$ cat src/rtl/dma_arb_pkg.sv
package dma_arb_pkg;

    typedef enum logic [1:0] {
        MODE_ASC = 2'b00,
        MODE_ALT = 2'b01,
        MODE_RSV = 2'b10,
        MODE_RR  = 2'b11
    } arb_mode_e;

    localparam int MODE_LSB = 8;
    localparam int FLAG_BIT = 2;

    typedef struct packed {
        arb_mode_e mode;
        logic      flag;
        logic      armed;
    } csr_state_t;

    // Priority position of a channel: 0 is served first.
    function automatic int unsigned chan_rank(arb_mode_e m, int unsigned ch,
                                              int unsigned ptr, int unsigned n);
        int unsigned r;
        case (m)
            MODE_ALT: begin
                if (ch == 1)      r = 3;
                else if (ch == 2) r = 1;
                else if (ch == 3) r = 2;
                else              r = ch;
            end
            MODE_RR:  r = (ch + n - ptr) % n;
            default:  r = ch;
        endcase
        return r;
    endfunction

endpackage

$ cat src/rtl/dma_arb_csr.sv
module dma_arb_csr
    import dma_arb_pkg::*;
#(
    parameter int REG_W = 16
) (
    input  logic             clk,
    input  logic             rst,
    input  logic             csr_wr,
    input  logic             csr_rd,
    input  logic [REG_W-1:0] csr_wdata,
    input  logic             err_any,
    output logic [REG_W-1:0] csr_rdata,
    output arb_mode_e        mode,
    output logic             flag
);

    csr_state_t st_q, st_d;

    always_comb begin
        st_d = st_q;
        if (csr_wr)
            st_d.mode = arb_mode_e'(csr_wdata[MODE_LSB +: 2]);
        if (err_any)
            st_d.flag = 1'b1;
        else if (csr_wr && st_q.armed && !csr_wdata[FLAG_BIT])
            st_d.flag = 1'b0;
        if (csr_wr)
            st_d.armed = 1'b0;
        else if (csr_rd && st_q.flag)
            st_d.armed = 1'b1;
    end

    always_ff @(posedge clk) begin
        if (rst) st_q <= '{mode: MODE_ASC, flag: 1'b0, armed: 1'b0};
        else     st_q <= st_d;
    end

    always_comb begin
        csr_rdata = '0;
        csr_rdata[MODE_LSB +: 2] = st_q.mode;
        csr_rdata[FLAG_BIT]      = st_q.flag;
    end

    assign mode = st_q.mode;
    assign flag = st_q.flag;

    AST_ERR_SETS: assert property (@(posedge clk) disable iff (rst)
        err_any |=> flag);

    AST_W1_KEEPS: assert property (@(posedge clk) disable iff (rst)
        (csr_wr && csr_wdata[FLAG_BIT] && flag) |=> flag);

    AST_CLR_HANDSHAKE: assert property (@(posedge clk) disable iff (rst)
        $fell(flag) |-> $past(csr_wr && st_q.armed && !csr_wdata[FLAG_BIT]));

endmodule

$ cat src/rtl/dma_arb_select.sv
module dma_arb_select
    import dma_arb_pkg::*;
#(
    parameter int NCH = 6,
    parameter int CW  = $clog2(NCH)
) (
    input  arb_mode_e        mode,
    input  logic [CW-1:0]    ptr,
    input  logic [NCH-1:0]   elig,
    output logic [NCH-1:0]   pick,
    output logic [CW-1:0]    pick_idx,
    output logic             pick_vld
);

    always_comb begin
        int unsigned best;
        int unsigned r;
        best     = NCH;
        pick_idx = '0;
        for (int c = 0; c < NCH; c++) begin
            r = chan_rank(mode, c, int'(ptr), NCH);
            if (elig[c] && r < best) begin
                best     = r;
                pick_idx = CW'(c);
            end
        end
        pick_vld = |elig;
        pick     = '0;
        if (pick_vld) pick[pick_idx] = 1'b1;
    end

endmodule

$ cat src/rtl/dma_arb_rr_ptr.sv
module dma_arb_rr_ptr #(
    parameter int NCH = 6,
    parameter int CW  = $clog2(NCH)
) (
    input  logic          clk,
    input  logic          rst,
    input  logic          adv,
    input  logic [CW-1:0] win_idx,
    output logic [CW-1:0] ptr
);

    localparam logic [CW-1:0] LAST = CW'(NCH - 1);

    always_ff @(posedge clk) begin
        if (rst)      ptr <= '0;
        else if (adv) ptr <= (win_idx == LAST) ? '0 : win_idx + 1'b1;
    end

endmodule

$ cat src/rtl/dma_prio_arbiter.sv
module dma_prio_arbiter
    import dma_arb_pkg::*;
#(
    parameter int NCH   = 6,
    parameter int REG_W = 16
) (
    input  logic             clk,
    input  logic             rst,
    input  logic [NCH-1:0]   req,
    input  logic [NCH-1:0]   ch_en,
    input  logic             glb_en,
    input  logic             err_align,
    input  logic             err_space,
    input  logic             err_stop,
    input  logic             csr_wr,
    input  logic             csr_rd,
    input  logic [REG_W-1:0] csr_wdata,
    output logic [REG_W-1:0] csr_rdata,
    output logic [NCH-1:0]   gnt,
    output logic             addr_err
);

    localparam int CW = $clog2(NCH);

    arb_mode_e      mode;
    logic           flag;
    logic [NCH-1:0] elig;
    logic [NCH-1:0] pick;
    logic [CW-1:0]  pick_idx;
    logic           pick_vld;
    logic [CW-1:0]  ptr;
    logic [NCH-1:0] gnt_q, gnt_d;
    logic           held;
    logic           new_grant;

    dma_arb_csr #(.REG_W(REG_W)) u_csr (
        .clk       (clk),
        .rst       (rst),
        .csr_wr    (csr_wr),
        .csr_rd    (csr_rd),
        .csr_wdata (csr_wdata),
        .err_any   (err_align | err_space | err_stop),
        .csr_rdata (csr_rdata),
        .mode      (mode),
        .flag      (flag)
    );

    for (genvar g = 0; g < NCH; g++) begin : g_elig
        assign elig[g] = req[g] & ch_en[g] & glb_en & ~flag;
    end

    dma_arb_select #(.NCH(NCH), .CW(CW)) u_sel (
        .mode     (mode),
        .ptr      (ptr),
        .elig     (elig),
        .pick     (pick),
        .pick_idx (pick_idx),
        .pick_vld (pick_vld)
    );

    assign held      = |(gnt_q & elig);
    assign new_grant = !held && pick_vld;
    assign gnt_d     = held ? gnt_q : pick;

    dma_arb_rr_ptr #(.NCH(NCH), .CW(CW)) u_ptr (
        .clk     (clk),
        .rst     (rst),
        .adv     (new_grant && mode == MODE_RR),
        .win_idx (pick_idx),
        .ptr     (ptr)
    );

    always_ff @(posedge clk) begin
        if (rst) gnt_q <= '0;
        else     gnt_q <= gnt_d;
    end

    assign gnt      = gnt_q;
    assign addr_err = flag;

    AST_GNT_ONEHOT: assert property (@(posedge clk) disable iff (rst)
        $onehot0(gnt_q));

    AST_GNT_ELIG: assert property (@(posedge clk) disable iff (rst)
        (|gnt_q) |-> (|(gnt_q & $past(req & ch_en & {NCH{glb_en}}))));

    AST_ERR_BLOCKS: assert property (@(posedge clk) disable iff (rst)
        flag |=> (gnt_q == '0));

    AST_GNT_HOLD: assert property (@(posedge clk) disable iff (rst)
        (|(gnt_q & req & ch_en) && glb_en && !flag) |=> $stable(gnt_q));

endmodule

$ cat config.mk
export PLATFORM = sky130hd
export DESIGN_NAME = dma_prio_arbiter
export DESIGN_NICKNAME = d
export VERILOG_FILES = /design/src/rtl/dma_arb_pkg.sv /design/src/rtl/dma_arb_csr.sv /design/src/rtl/dma_arb_select.sv /design/src/rtl/dma_arb_rr_ptr.sv /design/src/rtl/dma_prio_arbiter.sv
export SDC_FILE = /design/constraint.sdc
export NUM_CORES = 1
export LEC_CHECK = 0
export BUFFER_PORTS_ARGS = -buffer_cell sky130_fd_sc_hd__buf_2
export CELL_PAD_IN_SITES_DETAIL_PLACEMENT = 2
export CELL_PAD_IN_SITES_GLOBAL_PLACEMENT = 2
export CORE_ASPECT_RATIO = 1.4
export CORE_MARGIN = 2
export CORE_UTILIZATION = 25
export DETAILED_ROUTE_END_ITERATION = 6
export MAX_ROUTING_LAYER = met4
export PLACE_DENSITY_LB_ADDON = 0.05
export SLEW_MARGIN = 20
export SYNTH_ARGS = -nofsm -noshare
export SYNTH_HDL_FRONTEND = slang
export SYNTH_SLANG_ARGS = --single-unit
$ cat constraint.sdc
create_clock -name clk -period 44.3 [get_ports clk]
set_clock_uncertainty 0.1 [all_clocks]
set_input_delay 13.29 -clock clk [delete_from_list [all_inputs] [get_ports clk]]
set_output_delay 13.29 -clock clk [all_outputs]
set_load 0.01 [all_outputs]
==> out/metrics.yaml, run 1 <==
htree_num_levels: 1
power_frac_clock_pct: 33.5
dp_hpwl_um: 20800
clkSinkCount: 13
power.switching_uw: 19.6
io_pins: 59
worstReg2RegEnd: "gnt[0]"
start_util_pct: 25.4
swShare_pct: 37.4
firstDrtPassIters: 4
holdCritStartpoint: "gnt[3]"
slowest_stage: "and2_4"
grt_pass1_vias: 7678
post_cts_resized: 0
drv_cap: 0
holdPathStages: 2
irDropWorstVdd_mv: 0.00873
grt_pass1_wl_um: 41200
register_area_um2: 260
fin_crit_ps: 27070
fin_crit_sh_pct: 61.1
die_area_um2: 28600
synth_async_sr_flop_share_pct: 0
synthCells: 905
multi_input_area_um2: 6130
hold_path.class: "flop to flop"
cts_hold_buf: 0
post-route-drc-count: 0
grt_overflow: 0
leakagePower_uw: 0.00368
synth_edf_count: 0
end_kind: "flop"
cp.arrival_ps: 27090
fillers: 3212
io_buffer_count: 32
cts_tree: "built"
cts_buffer_depth: 2
postLayoutCellArea_um2: 7430
gp_congestion: 0.796
r2r_start: "u_ptr.ptr[1]"
cts_setup_buffers: 0
start_kind: "input port"
grt_max_degree: 58
avgSynthCellArea_um2: 7.52
dr_total_vias: 6776
setup_viol: 0
outcome: "finished clean"
fp-row-count: 71
antenna_cells: 0
path_class: "input port to flop"
antenna_left: 0
critPathMaxStageDelay_ps: 620
placed_cell_area_um2: 7350
r2r_slack_ps: 28820
hold_end: "gnt[3]"
crit_path_max_fanout: 57
hold_violations: 0
rsz0062_at_grt: "false"
clk-insertion-delay-late_ps: 250
clkTransAtPathRegs_ps: 50
power_density_nw_per_um2: 7.06
routed_wl_um: 25000
grtUsageTotal_pct: 18.5
drtIter0Drc: 147
ys_seq_area_share_pct: 3.82
antenna_found_initial: 0
power_frac_comb_pct: 42.5
die_w_um: 143
ys.flop_type: "dfxtp_1"
finalSetupTns_ps: 0
slew_violations: 0
drive_gt1_share_pct: 10.5
tightest_slew_ps: 968
required_ps: 44320
power_frac_seq_pct: 24.0
vias_per_cell: 5.19
area_growth_pct: 9.15
fmax_ghz: 0.0369
numCtsBuffers: 3
wl_per_cell_um: 19.2
synth_warnings: 0
die_h_um: 199
p_int_uw: 32.8
final_nets: 1152
core_area_um2: 26800
reg2regPathDepth: 60
relSlewSlack_pct: 34.8
synth-seq-cells: 13
cts-root-buf: "clkbuf_16"
synth.distinct_cells: 83
syn_area_um2: 6810
-- sequential cells by signal (all words and copies together), names as in the netlist --
name,flops
u_csr.st_q,1
u_csr.flag,1
u_ptr.ptr,3
u_csr.mode,2
gnt,6
-- worst max-delay path: cells and delay by family --
kind	cells	cell delay [ps]
muxes	1	190
AOI/OAI and AO/OA	26	6040
buffers and inverters	5	1130
adders and majority gates	5	1620
and+or+nand+nor	17	4730
-- cells in the final DEF (no fill, tap or decap), types with 32 or more instances in the layout --
| cell type | Yosys | layout |
|---|---|---|
| nor2_1 | 60 | 60 |
| buf_2 | 6 | 32 |
| nand4_1 | 33 | 33 |
| nand2_1 | 66 | 66 |
| a21oi_1 | 76 | 76 |
| a21o_1 | 38 | 38 |
| inv_1 | 73 | 73 |
| ha_1 | 175 | 175 |
| conb_1 | 2 | 42 |
| mux2i_1 | 33 | 33 |
| o21ai_0 | 55 | 55 |
-- per-stage QoR --
step	power (uW)	hold slack, ps	util, %	setup WS (ps)	std cells
after floorplan	29.5	381	-	20500	945
after global placement	34.6	375	27.4	16780	1301
after detailed placement	35.5	381	27.4	16140	1301
after CTS	53.6	392	27.7	16400	1305
after global routing	57.0	434	27.7	15690	1305
final	52.5	388	27.7	17230	1305
-- synth_stat cells (all sizes together) (15+ instances only) --
| library cell | count | share of area [%] |
|---|---|---|
| ha | 175 | 32 |
| a21oi | 78 | 5.8 |
| inv | 75 | 4.1 |
| nand2 | 68 | 3.9 |
| o21ai | 66 | 5.3 |
| nor2 | 62 | 3.5 |
| a21o | 38 | 4.2 |
| mux2i | 35 | 5.4 |
| nand4 | 33 | 3.0 |
| nor3 | 31 | 2.3 |
| buf | 30 | 3.4 |
| clkbuf | 20 | 1.1 |
| mux2 | 17 | 2.8 |
| nor2b | 15 | 1.4 |
-- power groups by stage --
stage | Clock (uW) | Combinational [uW] | Sequential, uW
after floorplan | 0 | 16.7 | 12.7
after global routing | 18.9 | 25.5 | 12.7
final | 17.6 | 22.3 | 12.6
after global placement | 0 | 21.7 | 12.8
after CTS | 18.2 | 22.8 | 12.6
after detailed placement | 0 | 22.7 | 12.8
-- worst max path at each step --
stage                 from  endpoint  cells after the start
floorplan           glb_en    gnt[0]                     59
global placement    glb_en    gnt[0]                     54
detailed placement  glb_en    gnt[2]                     54
CTS                 glb_en    gnt[2]                     54
global route        glb_en    gnt[0]                     54
finish              glb_en    gnt[0]                     54
-- area by class of cell --
type	instances	share of cell area (%)
well taps	365	6.14
flip-flops and latches	13	3.50
inverters	75	3.79
clock buffers	4	1.06
multi-input cells	807	82.4
repair buffers	41	3.06
-- routing by layer --
metal | vias to the layer above | GRT usage, % | wire [um]
li1 | 3363 | - | -
met1 | 3367 | 19.7 | 10100
met2 | 32 | 38.0 | 14400
met3 | 14 | 0.671 | 174
met4 | 0 | 2.47 | 297
met5 | - | - | 0
-- cells by family after synthesis --
group | Yosys count | synth area share (%)
AND/OR/NAND/NOR | 269 | 19.9
AO/OA/AOI/OAI | 261 | 26.1
adder cells (fa/ha/maj) | 175 | 32.2
buffers and inverters | 125 | 8.60
multiplexers | 52 | 8.20
flip-flops | 13 | 3.82
XOR/XNOR | 8 | 1.14
other | 2 | 0.110
Note: power is estimated with default switching activity, not from simulation.
==> run 2: changes to the inputs <==
Clock period 44.3 ns to 23.1 ns, I/O delays scaled along.
==> out/metrics.yaml, run 2 (synthesized netlist as in run 1, its figures left out) <==
layout_common_cells: "ha_1 (175), a21oi_1 (76), inv_1 (73), nand2_1 (66), nor2_1 (60)"
finalSetupTns_ps: 0
routed_wl_um: 25100
relSlewSlack_pct: 35.8
antenna_found_initial: 0
cts_setup_buffers: 0
drive_gt1_share_pct: 10.7
setup_viol: 0
largest_reg_flops: 6
antenna_left: 0
slew_violations: 0
fin_crit_sh_pct: 90.5
reg2regPathDepth: 54
crit_path_max_fanout: 57
hold_violations: 0
r2r_start: "u_ptr.ptr[1]"
wl_per_cell_um: 19.2
cts_tree: "built"
fillers: 3183
die_w_um: 143
dp_hpwl_um: 21000
endpoint: "gnt[0]"
end_kind: "flop"
grt_pass1_wl_um: 41200
leakagePower_uw: 0.00368
die_area_um2: 28600
outcome: "finished clean"
grtUsageTotal_pct: 18.5
tightest_slew_ps: 953
fin_cells: 1307
clkSinkCount: 13
fp-row-count: 71
pre_cts_slack_ps: 1580
slowest_stage: "nand2b_2"
io_pins: 59
firstDrtPassIters: 4
grt_overflow: 0
vias_per_cell: 5.21
grt_pass1_vias: 7596
clk-insertion-delay-late_ps: 240
final_common_cell: "ha_1"
use_met2_pct: 38.4
critPathMaxStageDelay_ps: 630
register_area_um2: 260
htree_num_levels: 1
use_met3_pct: 0.455
area_growth_pct: 9.30
start_kind: "input port"
numCtsBuffers: 3
drtIter0Drc: 148
worstReg2RegEnd: "gnt[0]"
drv_cap: 0
rsz0062_at_grt: "false"
clkTransAtPathRegs_ps: 50
r2r_slack_ps: 7390
busiest_layer: "met2"
grtUsageMet1_pct: 19.6
core_area_um2: 26800
cp.arrival_ps: 20920
postLayoutCellArea_um2: 7440
dr_total_vias: 6814
antenna_cells: 0
power_density_nw_per_um2: 13.6
io_buffer_count: 32
cts_hold_buf: 0
hold_path.class: "flop to flop"
grt_max_degree: 58
fin_crit_ps: 20910
final_nets: 1154
multi_input_area_um2: 6120
path_class: "input port to flop"
die_h_um: 199
hold_ws_ps: 387
cts_buffer_depth: 2
startpoint: "glb_en"
required_ps: 23120
start_util_pct: 25.4
post_cts_resized: 0
cts-root-buf: "clkbuf_16"
placed_cell_area_um2: 7360
post-place-cells: 1303
worst_slack_ps: 2190
irDropWorstVdd_mv: 0.0168
post-route-drc-count: 0
gp_congestion: 0.784
fmax_ghz: 0.0478
-- run 2: worst max-delay path: cells and delay by family --
kind	cells	cell delay (ps)
buf+inv	6	1490
simple gates	16	4510
mux	2	510
compound gates	25	5850
fa+ha+maj	5	1490
-- run 2: how the worst min path moves through the flow --
stage | start | to | depth (start not counted)
6_report | gnt[1] | gnt[1] | 2
5_1_grt | gnt[0] | gnt[0] | 2
4_1_cts | gnt[1] | gnt[1] | 2
3_5_place_dp | gnt[1] | gnt[1] | 2
3_3_place_gp | gnt[3] | gnt[3] | 2
2_1_floorplan | u_csr.st_q[0] | u_csr.st_q[0] | 2
-- run 2: metal layers --
metal	vias to the layer above	part of all wire, %
met3	14	0.59
met2	31	57
met1	3400	41
met5	-	0
met4	0	0.98
li1	3369	-
-- run 2: where the power goes --
group	total, uW	internal (uW)	switching (uW)
clock	33.9	23.4	10.6
sequential	24.2	23.1	1.02
combinational	43.1	16.6	26.5
-- run 2: through the flow --
| step | power (uW) | utilization (%) |
|---|---|---|
| 5_1_grt | 109 | 27.7 |
| 4_1_cts | 102 | 27.7 |
| 3_5_place_dp | 68.2 | 27.4 |
| 6_report | 101 | 27.7 |
| 2_1_floorplan | 56.5 | - |
| 3_3_place_gp | 66.3 | 27.4 |
-- run 2: cell type report --
cell class / instances / share of cell area, %
Clock buffer: 4 / 1.06
Inverter: 75 / 3.78
Multi-Input combinational cell: 807 / 82.3
Sequential cell: 13 / 3.50
Tap cell: 365 / 6.14
Timing Repair Buffer: 43 / 3.26
==> run 3: changes to the inputs <==
--- a/config.mk
+++ b/config.mk
@@ -11,3 +11,3 @@
 export CORE_ASPECT_RATIO = 1.4
-export CORE_MARGIN = 2
+export CORE_MARGIN = 1
 export CORE_UTILIZATION = 25
@@ -20 +20,2 @@
 export SYNTH_SLANG_ARGS = --single-unit
+export TNS_END_PERCENT = 5
--- a/constraint.sdc
+++ b/constraint.sdc
@@ -4,2 +4,2 @@
 set_output_delay 6.93 -clock clk [all_outputs]
-set_load 0.01 [all_outputs]
+set_load 0.02 [all_outputs]
==> out/metrics.yaml, run 3 (synthesized netlist as in run 1, its figures left out) <==
holdCritStartpoint: "gnt[1]"
largest_reg_flops: 6
cp_top_family: "compound AO/OA/AOI/OAI gates"
critPathMaxStageDelay_ps: 620
dr_total_vias: 6798
slew_violations: 0
post_cts_resized: 0
wl_met3_um: 261
fin_crit_sh_pct: 90.9
finish.utilization_pct: 27.7
post-route-drc-count: 0
start_kind: "input port"
gp_congestion: 0.812
holdPathStages: 2
antenna_cells: 0
dp_hpwl_um: 20900
hold_violations: 0
die_h_um: 197
outcome: "finished clean"
wl_met2_um: 14200
clkSinkCount: 13
route.layer.met1.wl_um: 9900
core_area_um2: 26800
crit_top_cell: "a21oi_1"
cp.arrival_ps: 21010
relSlewSlack_pct: 38.6
fp-row-count: 71
crit_path_max_fanout: 57
path_class: "input port to flop"
worstReg2RegEnd: "gnt[0]"
start_util_pct: 25.4
cts_buffer_depth: 2
finalSetupTns_ps: 0
hold_path.class: "flop to flop"
layout_common_cells: "ha_1 (175), a21oi_1 (76), inv_1 (73), nand2_1 (66), nor2_1 (60)"
required_ps: 23120
numCtsBuffers: 3
wl_per_cell_um: 18.9
grt_pass1_vias: 7757
cts-root-buf: "clkbuf_16"
power_density_nw_per_um2: 13.6
io_buffer_count: 32
grtUsageTotal_pct: 18.9
io_pins: 59
cts_tree: "built"
postLayoutCellArea_um2: 7440
grt_overflow: 0
clk-insertion-delay-late_ps: 240
drtIter0Drc: 125
die_area_um2: 27900
crit_buf_inv: 6
vias_per_cell: 5.20
topRoutingLayerUsed: "met4"
cts_setup_buffers: 0
die_w_um: 141
fmax_ghz: 0.0476
rsz0062_at_grt: "false"
final_common_cell: "ha_1"
placed_cell_area_um2: 7360
leakagePower_uw: 0.00368
r2r_slack_ps: 7460
r2r_start: "u_ptr.ptr[1]"
slowest_stage: "and2_4"
reg2regPathDepth: 55
routed_wl_um: 24700
grt_max_degree: 58
final_nets: 1154
setup_viol: 0
htree_num_levels: 1
antenna_left: 0
fin_crit_ps: 21000
grt_pass1_wl_um: 40900
hold_end: "gnt[1]"
register_area_um2: 260
multi_input_area_um2: 6120
area_growth_pct: 9.30
drv_cap: 0
firstDrtPassIters: 4
irDropWorstVdd_mv: 0.0150
fillers: 3248
tightest_slew_ps: 921
end_kind: "flop"
drive_gt1_share_pct: 10.7
antenna_found_initial: 0
cts_hold_buf: 0
clkTransAtPathRegs_ps: 50
## run 3: final cells by class
| cell class | count | share of cell area, % |
|---|---|---|
| repair buffers | 43 | 3.26 |
| clock buffers | 4 | 1.06 |
| well taps | 365 | 6.14 |
| inverters | 75 | 3.78 |
| multi-input cells | 807 | 82.3 |
| flip-flops and latches | 13 | 3.50 |
## run 3: per-layer routing
metal	vias to the layer above	GRT usage, %
li1	3364	-
met1	3378	19.5
met2	36	39.1
met3	20	0.752
met4	0	3.15
met5	-	-
## run 3: how the worst max path moves through the flow
stage / startpoint / end / slack, ps / depth (start not counted)
global route: glb_en / gnt[0] / 820 / 55
floorplan: glb_en / gnt[0] / 5660 / 59
detailed placement: glb_en / gnt[0] / 1420 / 55
finish: glb_en / gnt[0] / 2100 / 55
global placement: glb_en / gnt[0] / 1780 / 55
CTS: glb_en / gnt[0] / 1650 / 55
## run 3: per-stage QoR
stage          total power [uW]  instances  hold slack, ps  setup WS (ps)
6_report                    101       1307             380           2100
5_1_grt                     108       1307             408            823
4_1_cts                     103       1307             386           1650
3_5_place_dp               69.6       1303             379           1420
3_3_place_gp               67.8       1303             377           1780
2_1_floorplan              58.0        945             381           5660
## run 3: worst reg2reg max path: cells and delay by family, from the launching register on
family	cells	cell delay, ps
AO/OA/AOI/OAI	27	6500
adder cells (fa/ha/maj)	6	2020
buffers and inverters	7	2090
flip-flops	1	630
multiplexers	1	140
AND/OR/NAND/NOR	14	4060
## run 3: power breakdown
group          total, uW  internal (uW)  switching, uW
Combinational       44.5           16.6           27.9
Clock               32.8           23.3           9.55
Sequential          24.2           23.2           1.03
Total                101           63.0           38.5
